<file path="config.mk">
export PLATFORM = sky130hd
export DESIGN_NAME = dmac_ctlreg
export DESIGN_NICKNAME = d
export VERILOG_FILES = /design/src/rtl/dmac_pkg.sv /design/src/rtl/dmac_modefile.sv /design/src/rtl/dmac_maskreq.sv /design/src/rtl/dmac_tcstat.sv /design/src/rtl/dmac_ctlreg.sv
export SDC_FILE = /design/constraint.sdc
export NUM_CORES = 1
export LEC_CHECK = 0
export BUFFER_PORTS_ARGS = -buffer_cell sky130_fd_sc_hd__buf_2
export CAP_MARGIN = 20
export CORE_MARGIN = 2
export CORE_UTILIZATION = 53
export CTS_BUF_LIST = sky130_fd_sc_hd__clkbuf_16
export DETAILED_ROUTE_END_ITERATION = 8
export GPL_TIMING_DRIVEN = 1
export PLACE_DENSITY = 0.86
export SLEW_MARGIN = 20
export SYNTH_ARGS = -nofsm -noshare
export SYNTH_HDL_FRONTEND = slang
export SYNTH_SLANG_ARGS = --single-unit
</file>
<file path="constraint.sdc">
create_clock -name clk -period 2.7 [get_ports clk]
set_input_delay 0 -clock clk [delete_from_list [all_inputs] [get_ports clk]]
set_output_delay 0 -clock clk [all_outputs]
set_load 0.02 [all_outputs]
</file>
<file path="src/rtl/dmac_pkg.sv">
package dmac_pkg;
  localparam int ADDR_W = 4;
  localparam logic [ADDR_W-1:0] A_CMD    = 4'd0;
  localparam logic [ADDR_W-1:0] A_MODE   = 4'd1;
  localparam logic [ADDR_W-1:0] A_REQ1   = 4'd2;
  localparam logic [ADDR_W-1:0] A_MSK1   = 4'd3;
  localparam logic [ADDR_W-1:0] A_MSKALL = 4'd4;
  localparam logic [ADDR_W-1:0] A_MCLR   = 4'd5;
  localparam logic [ADDR_W-1:0] A_STAT   = 4'd6;
  localparam logic [ADDR_W-1:0] A_TEMP   = 4'd7;
endpackage

</file>
<file path="src/rtl/dmac_modefile.sv">
module dmac_modefile #(
  parameter int NCH = 4,
  parameter int MW  = 6,
  parameter int DW  = 8
) (
  input  logic              clk,
  input  logic              rst,
  input  logic              clr,
  input  logic              we,
  input  logic [DW-1:0]     wdata,
  output logic [NCH*MW-1:0] mode_q
);
  localparam int CW = $clog2(NCH);

  for (genvar i = 0; i < NCH; i++) begin : g_ch
    always_ff @(posedge clk) begin
      if (rst || clr)
        mode_q[i*MW +: MW] <= '0;
      else if (we && wdata[CW-1:0] == CW'(i))
        mode_q[i*MW +: MW] <= wdata[CW +: MW];
    end
  end
endmodule

</file>
<file path="src/rtl/dmac_maskreq.sv">
module dmac_maskreq #(
  parameter int NCH = 4,
  parameter int DW  = 8
) (
  input  logic           clk,
  input  logic           rst,
  input  logic           clr,
  input  logic           all_we,
  input  logic           msk1_we,
  input  logic           req1_we,
  input  logic [DW-1:0]  wdata,
  input  logic [NCH-1:0] eop_evt,
  output logic [NCH-1:0] mask_q,
  output logic [NCH-1:0] sreq_q
);
  localparam int CW = $clog2(NCH);

  logic           val;
  logic [CW-1:0]  sel;
  assign val = wdata[CW];
  assign sel = wdata[CW-1:0];

  for (genvar i = 0; i < NCH; i++) begin : g_bit
    logic hit;
    assign hit = (sel == CW'(i));

    always_ff @(posedge clk) begin
      if (rst || clr) begin
        mask_q[i] <= 1'b1;
      end else if (eop_evt[i]) begin
        mask_q[i] <= 1'b1;
      end else if (all_we) begin
        mask_q[i] <= wdata[i];
      end else if (msk1_we && hit) begin
        mask_q[i] <= val;
      end
    end

    always_ff @(posedge clk) begin
      if (rst || clr)
        sreq_q[i] <= 1'b0;
      else if (req1_we && hit)
        sreq_q[i] <= val;
    end
  end
endmodule

</file>
<file path="src/rtl/dmac_tcstat.sv">
module dmac_tcstat #(
  parameter int NCH = 4,
  parameter int DW  = 8
) (
  input  logic           clk,
  input  logic           rst,
  input  logic           clr,
  input  logic           stat_rd,
  input  logic [NCH-1:0] tc_evt,
  input  logic           tmp_ld,
  input  logic [DW-1:0]  tmp_din,
  output logic [NCH-1:0] tc_q,
  output logic [DW-1:0]  temp_q
);
  always_ff @(posedge clk) begin
    if (rst || clr)
      tc_q <= '0;
    else
      tc_q <= (stat_rd ? '0 : tc_q) | tc_evt;
  end

  always_ff @(posedge clk) begin
    if (rst || clr)
      temp_q <= '0;
    else if (tmp_ld)
      temp_q <= tmp_din;
  end
endmodule

</file>
<file path="src/rtl/dmac_ctlreg.sv">
module dmac_ctlreg
  import dmac_pkg::*;
#(
  parameter int NCH = 4,
  parameter int MW  = 6,
  parameter int DW  = 8
) (
  input  logic                    clk,
  input  logic                    rst,
  input  logic                    cs,
  input  logic                    wr,
  input  logic                    rd,
  input  logic [dmac_pkg::ADDR_W-1:0] addr,
  input  logic [DW-1:0]           wdata,
  output logic [DW-1:0]           rdata,
  input  logic                    idle,
  input  logic [NCH-1:0]          hw_req,
  input  logic [NCH-1:0]          tc_evt,
  input  logic [NCH-1:0]          eop_evt,
  input  logic                    tmp_ld,
  input  logic [DW-1:0]           tmp_din,
  output logic [NCH*MW-1:0]       mode_q,
  output logic [NCH-1:0]          mask_q,
  output logic [NCH-1:0]          sreq_q,
  output logic [DW-1:0]           cmd_q
);
  logic          wr_en, rd_en, mclr;
  logic [NCH-1:0] tc_q;
  logic [DW-1:0]  temp_q;
  logic [DW-1:0]  rd_mux;

  assign wr_en = cs && wr;
  assign rd_en = cs && rd;
  assign mclr  = wr_en && (addr == A_MCLR);

  dmac_modefile #(.NCH(NCH), .MW(MW), .DW(DW)) u_mode (
    .clk(clk), .rst(rst), .clr(mclr),
    .we(wr_en && addr == A_MODE && idle),
    .wdata(wdata), .mode_q(mode_q)
  );

  dmac_maskreq #(.NCH(NCH), .DW(DW)) u_mskreq (
    .clk(clk), .rst(rst), .clr(mclr),
    .all_we(wr_en && addr == A_MSKALL),
    .msk1_we(wr_en && addr == A_MSK1),
    .req1_we(wr_en && addr == A_REQ1),
    .wdata(wdata), .eop_evt(eop_evt),
    .mask_q(mask_q), .sreq_q(sreq_q)
  );

  dmac_tcstat #(.NCH(NCH), .DW(DW)) u_stat (
    .clk(clk), .rst(rst), .clr(mclr),
    .stat_rd(rd_en && addr == A_STAT),
    .tc_evt(tc_evt), .tmp_ld(tmp_ld), .tmp_din(tmp_din),
    .tc_q(tc_q), .temp_q(temp_q)
  );

  always_ff @(posedge clk) begin
    if (rst || mclr)
      cmd_q <= '0;
    else if (wr_en && addr == A_CMD)
      cmd_q <= wdata;
  end

  always_comb begin
    rd_mux = '0;
    case (addr)
      A_CMD:    rd_mux = cmd_q;
      A_MSKALL: rd_mux = DW'(mask_q);
      A_STAT:   rd_mux = DW'({hw_req | sreq_q, tc_q});
      A_TEMP:   rd_mux = idle ? temp_q : '0;
      default:  rd_mux = '0;
    endcase
  end

  always_ff @(posedge clk) begin
    if (rst)
      rdata <= '0;
    else
      rdata <= rd_en ? rd_mux : '0;
  end
endmodule

</file>
==> results.md, run 1 <==
- Mapped Cells: 257
- DR WL/cell: 17.16 microns
- Fillers: 304
- Starting Density: 53.91%
- Post-Layout Cell Count: 420
- Asr flop ratio synth: 0%
- Post-Synth Simple-Gate Area: 22.41%
- Number of synthesis warnings: 0
- Synth cell count leaders: 60 x dfxtp_1, 41 x nor2_1, 39 x mux2i_1
- Post-synth EDFFs: 0
- H-tree Lvls: 3
- Drt via density: 5.726
- CORE AREA: 4661 sq um
- Max FO, Critical Path: 10
- Die height: about 73 microns
- Root Buffer: clkbuf_16
- Clock Latency Late Sink: 0.33 ns
- WP data arrival: 1.76 ns
- Yosys top cell by area: dfxtp_1
- Final Hold Fails: 0
- Synth Cell Area: between 2000 and 3000 sq um
- Initial DRT Pass Iterations: 4
- Synth Area in Adders: 0%
- Worst ir drop on vdd: around 550 uV
- CTS tree: built
- Synthesized Nets: 296
- Crit path from: addr[2]
- Setup crit end kind: flop
- Die X: 72.85 microns
- Max Slew Vio Count: 0
- Pwr Density: 622.8 nW/um^2
- Post-synthesis mux area share: about 17%
- Longest Clk Path Bufs: 2
- IO Count: 87
- Seq cells post-synth: 60
- Max cap viols: 0
- Share of cells above drive strength 1: 32.51%
- Row cnt: 25
- Critical R2R Launch: u_mskreq.mask_q[1]$_SDFFE_PP1P_
- Dpl cells: 380
- Total vias in the final route: 2405
- Hpwl dp: around 4400 microns
- Total Nets Final: 401
- Sum of negative setup slack: 0 ns
- Xor-xnor portion of the synthesized cell area: 0%
- Synth top area share: about 48%
- Clk sink count: 60
- Seq/Total Area, Yosys: a little under half
- Critical path startpoint category: input pin
- Synth Area per Inst: 9.776 sq um
- Unrepaired setup endpoints after global routing: false
- P_leak: 1.514 nW
- Worst min path class: in2reg
- DRC: 0
- Final setup viols: 0
- DRT antenna net count: 0
- Top-count cell post-synth: dfxtp_1
- Drt initial violations: 275
- Fmax achieved: roughly 630 MHz
- CTS Buf Count: 9
- Slew headroom: between 30% and 40%
- Initial antenna violation count: 0
- Clock skew: 0.004408 ns
- Fin Hold WS: between 0.07 and 0.08 ns
- Min Tclk post-route: 1.584 ns
- Synth Flop Type: dfxtp_1
- Die area: about 5300 sq um
- Status: finished, final reports clean
- Vias in the first global route: 2339
- Grt ovf: 0
- Pin slew with the least headroom to its limit: 0.9535 ns
- Synth Area in Compound Gates: 8.865%
- Count of different cell masters after synthesis: 35
- Kind of critical path: in2reg
- Hold_sp: wdata[1]
- Clock Pin Slew Worst Setup and Hold Paths: 0.05 ns
- Final worst path period share: 58.67%
- CTS-repair resized insts: 0
- PortBufs: 86
- First-pass GRT wire length: around 11000 microns
- Layout area overhead: 38.05%
- Ant diodes: 0
- CP required: 2.88 ns
- Largest net degree at the start of global routing: 54
- Combinational family with the most area after synthesis: simple AND/OR/NAND/NOR gates
- Synth top area cells: dfxtp_1 48%, mux2i_1 16%, nor2_1 6.1%
- Final Power: 0.002160 W
- Final Wtd Congestion: a little over 0.9
- WL final: 7208 microns
- Tot GR Track Use: 29.01%
through the flow:
stage / worst slack (ns) / instance area, sq um / util [%]
3_3_place_gp: 0.8819 / 2937 / 63.01
3_5_place_dp: 0.8011 / 2937 / 63.01
6_report: 1.116 / 3468 / 74.42
5_1_grt: 1.011 / 3468 / 74.42
2_1_floorplan: 1.347 / 2512 / -
4_1_cts: 1.150 / 3458 / 74.20
what timing repair did:
action / in CTS / in global routing
endpoints found under the hold margin: 29 / 1
hold buffers: 24 / 1
setup buffers: 0 / 0
final timing paths:
path,to,depth (start not counted),slack (ns)
hold reg to reg,cmd_q[1]$_SDFFE_PP0P_,2,0.48
setup / recovery,u_mode.mode_q[6]$_SDFFE_PP0P_,5,1.12
setup reg to reg,rdata[1]$_SDFF_PP0_,3,1.53
hold / removal,cmd_q[1]$_SDFFE_PP0P_,3,0.08
cell families after synthesis:
logic type,Yosys count
AND/OR/NAND/NOR,99
AO/OA/AOI/OAI,36
multiplexers,43
buffers and inverters,19
flip-flops,60
layer usage:
layer	track usage, %	vias up	wire length (microns)
met1	33.80	1138	2827
li1	-	1125	-
met3	9.945	24	527
met5	0	-	0
met2	47.98	118	3616
met4	13.37	0	237
critical path, cell delays in order:
cell	delay (ns)
buf_2	0.16
nand4bb_1	0.55
nor4b_4	0.71
mux2i_1	0.30
nor2_2	0.05
cells in the final DEF, fill, tap and decap left out, types with 2 or more instances in the layout:
cell,n
a21oi_1,18
a222oi_1,4
a22oi_1,4
and4_1,2
buf_2,86
buf_4,2
clkbuf_16,9
clkinv_2,3
dfxtp_1,60
dlygate4sd3_1,25
mux2_2,4
mux2i_1,39
nand2_1,12
nand3_1,11
nand4_1,4
nor2_1,41
nor2_2,6
nor2b_1,5
nor3_1,3
nor4_1,3
o21ai_0,6
or4_1,2
flip-flops by register name, indices dropped and copies added (netlist names):
name,count
cmd_q,8
rdata,8
u_mode.mode_q,24
u_mskreq.mask_q,4
u_mskreq.sreq_q,4
u_stat.tc_q,4
u_stat.temp_q,8
report_power, final:
group          leakage, nW  switching (W)  internal [W]
Clock                0.138       0.000390      0.000699
Sequential           0.486     0.00000823      0.000900
Combinational        0.889      0.0000873     0.0000747
layout make-up:
cell class,instances,area [sq um],share of cell area (%)
clock buffer,9,225.2,6.493
clock inverter,6,56.30,1.623
multi-input combinational,178,1222,35.25
sequential,60,1201,34.63
tap,54,67.56,1.948
timing repair buffer,113,695.7,20.06
(Power assumes the default switching activity.)
==> inputs of run 2 (changes only) <==
Settings changed: CORE_UTILIZATION 53 to 49, PLACE_DENSITY 0.86 to 0.8.
Clock period 2.7 ns to 1.5 ns, I/O delays scaled along.
==> run 2 against run 1 <==
- the flow now finishes with violations (hold timing)
- routed wire length down 8.6%
- die area up 7.7%
- cell area up 2.4%
- final cell count up 6.0%
- flip-flop and latch count unchanged
- combinational power up 86%
- via count down 1.7%
==> results.md, run 2 (synthesis gave the netlist of run 1 again) <==
- Comb power frac: 7.9%
- Root Buffer: clkbuf_16
- DRT antenna net count: 0
- WL final: 6591 microns
- Clock skew: 0.006502 ns
- CP required: ~1.7 ns
- Slew headroom: around 70%
- Met1 GRT Util: 32.23%
- Worst min path class: in2reg
- Tot GR Track Use: between 20% and 30%
- Seq pwr share: 42.8%
- Hold_sp: wdata[7]
- FF-to-FF path depth: 3
- DR WL/cell: 14.81 microns
- First-pass GRT wire length: between 10000 and 15000 microns
- Total Nets Final: a little over 400
- Worst ir drop on vdd: 743.2 uV
- DRC: 0
- GRT busiest layer: met2
- Failing checks: hold timing
- Critical path startpoint category: flop
- Starting Density: about half
- Pin slew with the least headroom to its limit: 0.4640 ns
- Setup crit end kind: flop
- # Post-CTS Setup Buffers: 0
- Max Slew Vio Count: 0
- Pwr Density: 1077 nW/um^2
- Final Hold Fails: 1
- Worst Hold Path EP: cmd_q[7]$_SDFFE_PP0P_
- CTS tree: built
- Final Wtd Congestion: 0.8891
- Layout area overhead: 41.38%
- Max cap viols: 0
- Biggest register: u_mode.mode_q
- Clock Pin Slew Worst Setup and Hold Paths: 0.05 ns
- Sum of negative setup slack: 0 ns
- Status: finished with violations
- Die X: ~76 microns
- Hpwl dp: 4494 microns
- Share of cells above drive strength 1: 34.40%
- Kind of critical path: reg2reg
- Vias in the first global route: roughly 2100
- Total vias in the final route: 2365
- CTS-repair resized insts: 0
- Unrepaired setup endpoints after global routing: false
- Drt initial violations: about 120
- WP data arrival: between 1 and 1.5 ns
- Clk sink count: 60
- Longest Clk Path Bufs: 2
- Grt met3 use: 7.011%
- R2r endpoint: rdata[3]$_SDFF_PP0_
- Min Tclk post-route: 1.166 ns
- Grt ovf: 0
- Worst Hold Path Cells: 3
- Initial DRT Pass Iterations: 6
- Drt via density: ~5.3
- Final worst path period share: 77.71%
- Commonest non-fill, non-tap cell in the layout: buf_2
- Switching Power: 0.0008132 W
- Critical R2R Launch: u_mskreq.mask_q[3]$_SDFFE_PP1P_
- Fmax achieved: ~860 MHz
- Clk network pwr share: 49.4%
- IO Count: between 80 and 90
- Final setup viols: 0
- Fin Hold WS: -0.002838 ns
- Max FO, Critical Path: 3
- Commonest cells after routing, fill and taps aside: 86 x buf_2, 60 x dfxtp_1, 41 x nor2_1
- PortBufs: 86
- CTS Buf Count: 9
- Row cnt: 26
- Met2 GRT Util: 36.62%
- Hold_buf cts: 21
- P_leak: ~1.6 nW
- Initial antenna violation count: 0
- Fin area: around 3600 sq um
- Sw Ratio: 21.26%
- Ant diodes: 0
- Placed Area: 3067 sq um
- Die area: 5716 sq um
- CORE AREA: 5042 sq um
- Worst R2R Setup Slack: 0.33 ns
- Die height: roughly 76 microns
- Largest net degree at the start of global routing: 33
- H-tree Lvls: 3
- Internal power: 0.003012 W
- Clock Latency Late Sink: 0.31 ns
- Largest register FFs: 24
-- run 2: cell types whose count changed in the layout (fill, tap and decap cells not counted), sizes merged --
cell / change
clkinvlp: -1
buf: +13
inv: +3
dlygate4sd3: -4
clkinv: -2
-- run 2: cell type report --
cell class                      count  area [sq um]
Tap cell                           70         87.58
Clock inverter                      6         50.05
Sequential cell                    60          1201
Fill cell                         358          1490
Multi-Input combinational cell    178          1222
Timing Repair Buffer              122         765.7
Clock buffer                        9         225.2
-- run 2: worst max-delay path by stage --
stage	from	end	slack (ns)	cells past startpoint
finish	u_mskreq.mask_q[3]$_SDFFE_PP1P_	rdata[3]$_SDFF_PP0_	0.33	3
global route	u_mskreq.mask_q[0]$_SDFFE_PP1P_	rdata[0]$_SDFF_PP0_	0.28	3
detailed placement	addr[3]	u_mode.mode_q[9]$_SDFFE_PP0P_	0.14	7
CTS	u_mskreq.mask_q[3]$_SDFFE_PP1P_	rdata[3]$_SDFF_PP0_	0.35	3
global placement	addr[3]	u_mskreq.mask_q[2]$_SDFFE_PP1P_	0.16	5
floorplan	addr[2]	u_mode.mode_q[11]$_SDFFE_PP0P_	0.15	6
-- run 2: worst max-delay path, stage by stage, from the launching register on --
cell and delay, ns:
dfxtp_1 0.34, mux2_2 0.29, a222oi_1 0.32, nor2_1 0.09
-- run 2: metal layers --
metal  wire length, microns  vias to the layer above
met4                     66                        0
li1                       -                     1150
met3                    503                        5
met2                   3092                      106
met5                      0                        -
met1                   2928                     1104
-- run 2: power groups by stage --
stage          combinational [W]  sequential [W]  clock, W
6_report                0.000301         0.00164   0.00189
5_1_grt                 0.000326         0.00164   0.00199
4_1_cts                 0.000297         0.00163   0.00191
3_5_place_dp            0.000254         0.00167         0
3_3_place_gp            0.000249         0.00167         0
2_1_floorplan           0.000141         0.00167         0
-- run 2: per-stage QoR --
stage,cells,total power (W),setup slack [ns],utilization (%)
2_1_floorplan,257,0.001807,0.1469,-
3_3_place_gp,409,0.001915,0.1567,60.82
3_5_place_dp,409,0.001920,0.1425,60.82
4_1_cts,445,0.003837,0.3483,70.45
5_1_grt,445,0.003951,0.2795,70.45
6_report,445,0.003825,0.3343,70.45
==> inputs of run 3 (changes only) <==
Clock period 1.5 ns to 1.2 ns, I/O delays scaled along.
==> run 3 against run 2 <==
- the flow now finishes without violations
- routed wire length up 9.8%
- utilization up 3.5 points
- clock power grew 25%
- critical path depth unchanged
- highest routed layer unchanged
- total power grew 26%
- combinational power grew 41%
- fmax grew 2.0%
- die area is the same
==> results.md, run 3 (synthesis gave the netlist of run 1 again) <==
- Initial antenna violation count: 0
- First-pass GRT wire length: 11000 microns
- Setup crit end kind: flop
- WL final: 7239 microns
- PortBufs: 86
- CORE AREA: just over 5000 sq um
- Clock Pin Slew Worst Setup and Hold Paths: about 0.05 ns
- Initial DRT Pass Iterations: 9
- Worst Hold Path Cells: 3
- Critical path startpoint category: flop
- P_leak: between 1.5 and 2 nW
- Sum of negative setup slack: 0 ns
- Util after Layout: around 74%
- Max cap viols: 0
- Final Wtd Congestion: 0.9464
- Final worst path period share: 95.26%
- CP required: 1.41 ns
- Kind of critical path: reg2reg
- Met1 GRT Util: about a third
- Critical R2R Launch: u_mskreq.mask_q[0]$_SDFFE_PP1P_
- WP buf/inv: 0
- Crit path from: u_mskreq.mask_q[0]$_SDFFE_PP1P_
- Final Hold Fails: 0
- Grt ovf: 0
- Critical Path Sink: rdata[0]$_SDFF_PP0_
- Fmax achieved: 874.8 MHz
- Vias in the first global route: 2350
- Pwr Density: 1296 nW/um^2
- Cell type group with the largest total delay on the critical path: flip-flops
- DRT antenna net count: 0
- # Post-CTS Setup Buffers: 0
- R2r endpoint: rdata[0]$_SDFF_PP0_
- Worst R2R Setup Slack: 0.06 ns
- Starting Density: between 40% and 50%
- Layout area overhead: 48.41%
- Die height: between 70 and 80 microns
- Clk sink count: 60
- CTS Buf Count: 9
- Grt met3 use: 7.011%
- Largest net degree at the start of global routing: 35
- Tot GR Track Use: 26.26%
- Drt initial violations: 193
- Met2 GRT Util: 43.38%
- FF-to-FF path depth: 3
- Total Nets Final: 432
- Row cnt: 26
- Commonest non-fill, non-tap cell in the layout: buf_2
- WP depth: 3
- Die area: 5716 sq um
- DR WL/cell: 15.53 microns
- Max Slew Vio Count: 0
- Final setup viols: 0
- Biggest register: u_mode.mode_q
- Root Buffer: clkbuf_16
- Total vias in the final route: 2459
- Slowest cell on the critical path: dfxtp_1
- Worst min path class: in2reg
- Max FO, Critical Path: 3
- Crit-path cells: mux2_2 > a222oi_1 > nor2_1
- DRC: 0
- Min Tclk post-route: about 1.1 ns
- GRT busiest layer: met2
- Clock skew: about 0.0036 ns
- Hpwl dp: 4778 microns
- Share of cells above drive strength 1: 37.88%
- Worst path max stage delay: 0.34 ns
- Status: finished, final reports clean
- Die X: 75.61 microns
- IO Count: slightly below 90
- Largest register FFs: 24
- Ant diodes: 0
- Commonest cells after routing, fill and taps aside: 86 x buf_2, 60 x dfxtp_1, 41 x nor2_1
- Unrepaired setup endpoints after global routing: false
- Longest Clk Path Bufs: 2
- H-tree Lvls: 3
- WP data arrival: 1.35 ns
- Worst ir drop on vdd: 1096 uV
- Slew headroom: 71.44%
- Drt via density: 5.277
- Clock Latency Late Sink: 0.32 ns
- CTS tree: built
- Pin slew with the least headroom to its limit: roughly 0.42 ns
[run 3: cell type report]
cell class,instances,area (sq um)
multi-input cells,178,1222
well taps,70,87.58
clock inverters,5,46.29
fillers,350,1314
flip-flops and latches,60,1201
clock buffers,9,225.2
repair buffers,144,945.9
[run 3: how the worst min path moves through the flow]
stage	endpoint	startpoint
6_report	rdata[4]$_SDFF_PP0_	hw_req[0]
5_1_grt	cmd_q[6]$_SDFFE_PP0P_	wdata[6]
4_1_cts	cmd_q[3]$_SDFFE_PP0P_	wdata[3]
3_5_place_dp	u_mskreq.mask_q[2]$_SDFFE_PP1P_	eop_evt[2]
3_3_place_gp	u_mskreq.mask_q[2]$_SDFFE_PP1P_	eop_evt[2]
2_1_floorplan	u_mskreq.mask_q[0]$_SDFFE_PP1P_	eop_evt[0]
[run 3: worst min-delay path, stage by stage]
cell and delay [ns]:
buf_2 0.08, o21ai_0 0.07, a21oi_1 0.14
[run 3: per-layer routing]
metal / part of all wire, % / vias to the layer above / wire length (microns)
met3: 5.7 / 14 / 410
met2: 50 / 102 / 3612
li1: - / 1188 / -
met4: 2.1 / 0 / 155
met1: 42 / 1155 / 3062
met5: 0 / - / 0
[run 3: per-stage QoR]
stage	worst slack [ns]	hold WS [ns]	instance area [sq um]	instances	total power (W)
4_1_cts	0.04874	0.008981	3729	466	0.004836
2_1_floorplan	-0.09877	0.1034	2519	257	0.002262
5_1_grt	0.02163	0.03931	3729	466	0.004987
3_5_place_dp	-0.1412	0.1903	3237	430	0.002436
3_3_place_gp	-0.1241	0.1905	3237	430	0.002431
6_report	0.05691	0.009095	3729	466	0.004833
[run 3: report_power, final]
group | total (W) | internal (W) | switching (W) | leakage [nW]
Sequential | 0.00205 | 0.00203 | 0.0000175 | 0.486
Combinational | 0.000423 | 0.000211 | 0.000212 | 1.05
Clock | 0.00237 | 0.00155 | 0.000814 | 0.137
[run 3: repair_timing]
item	4_1_cts	5_1_grt
setup endpoints to repair	0	1
resized for setup	0	0
endpoints found under the hold margin	27	0
hold buffers	22	0
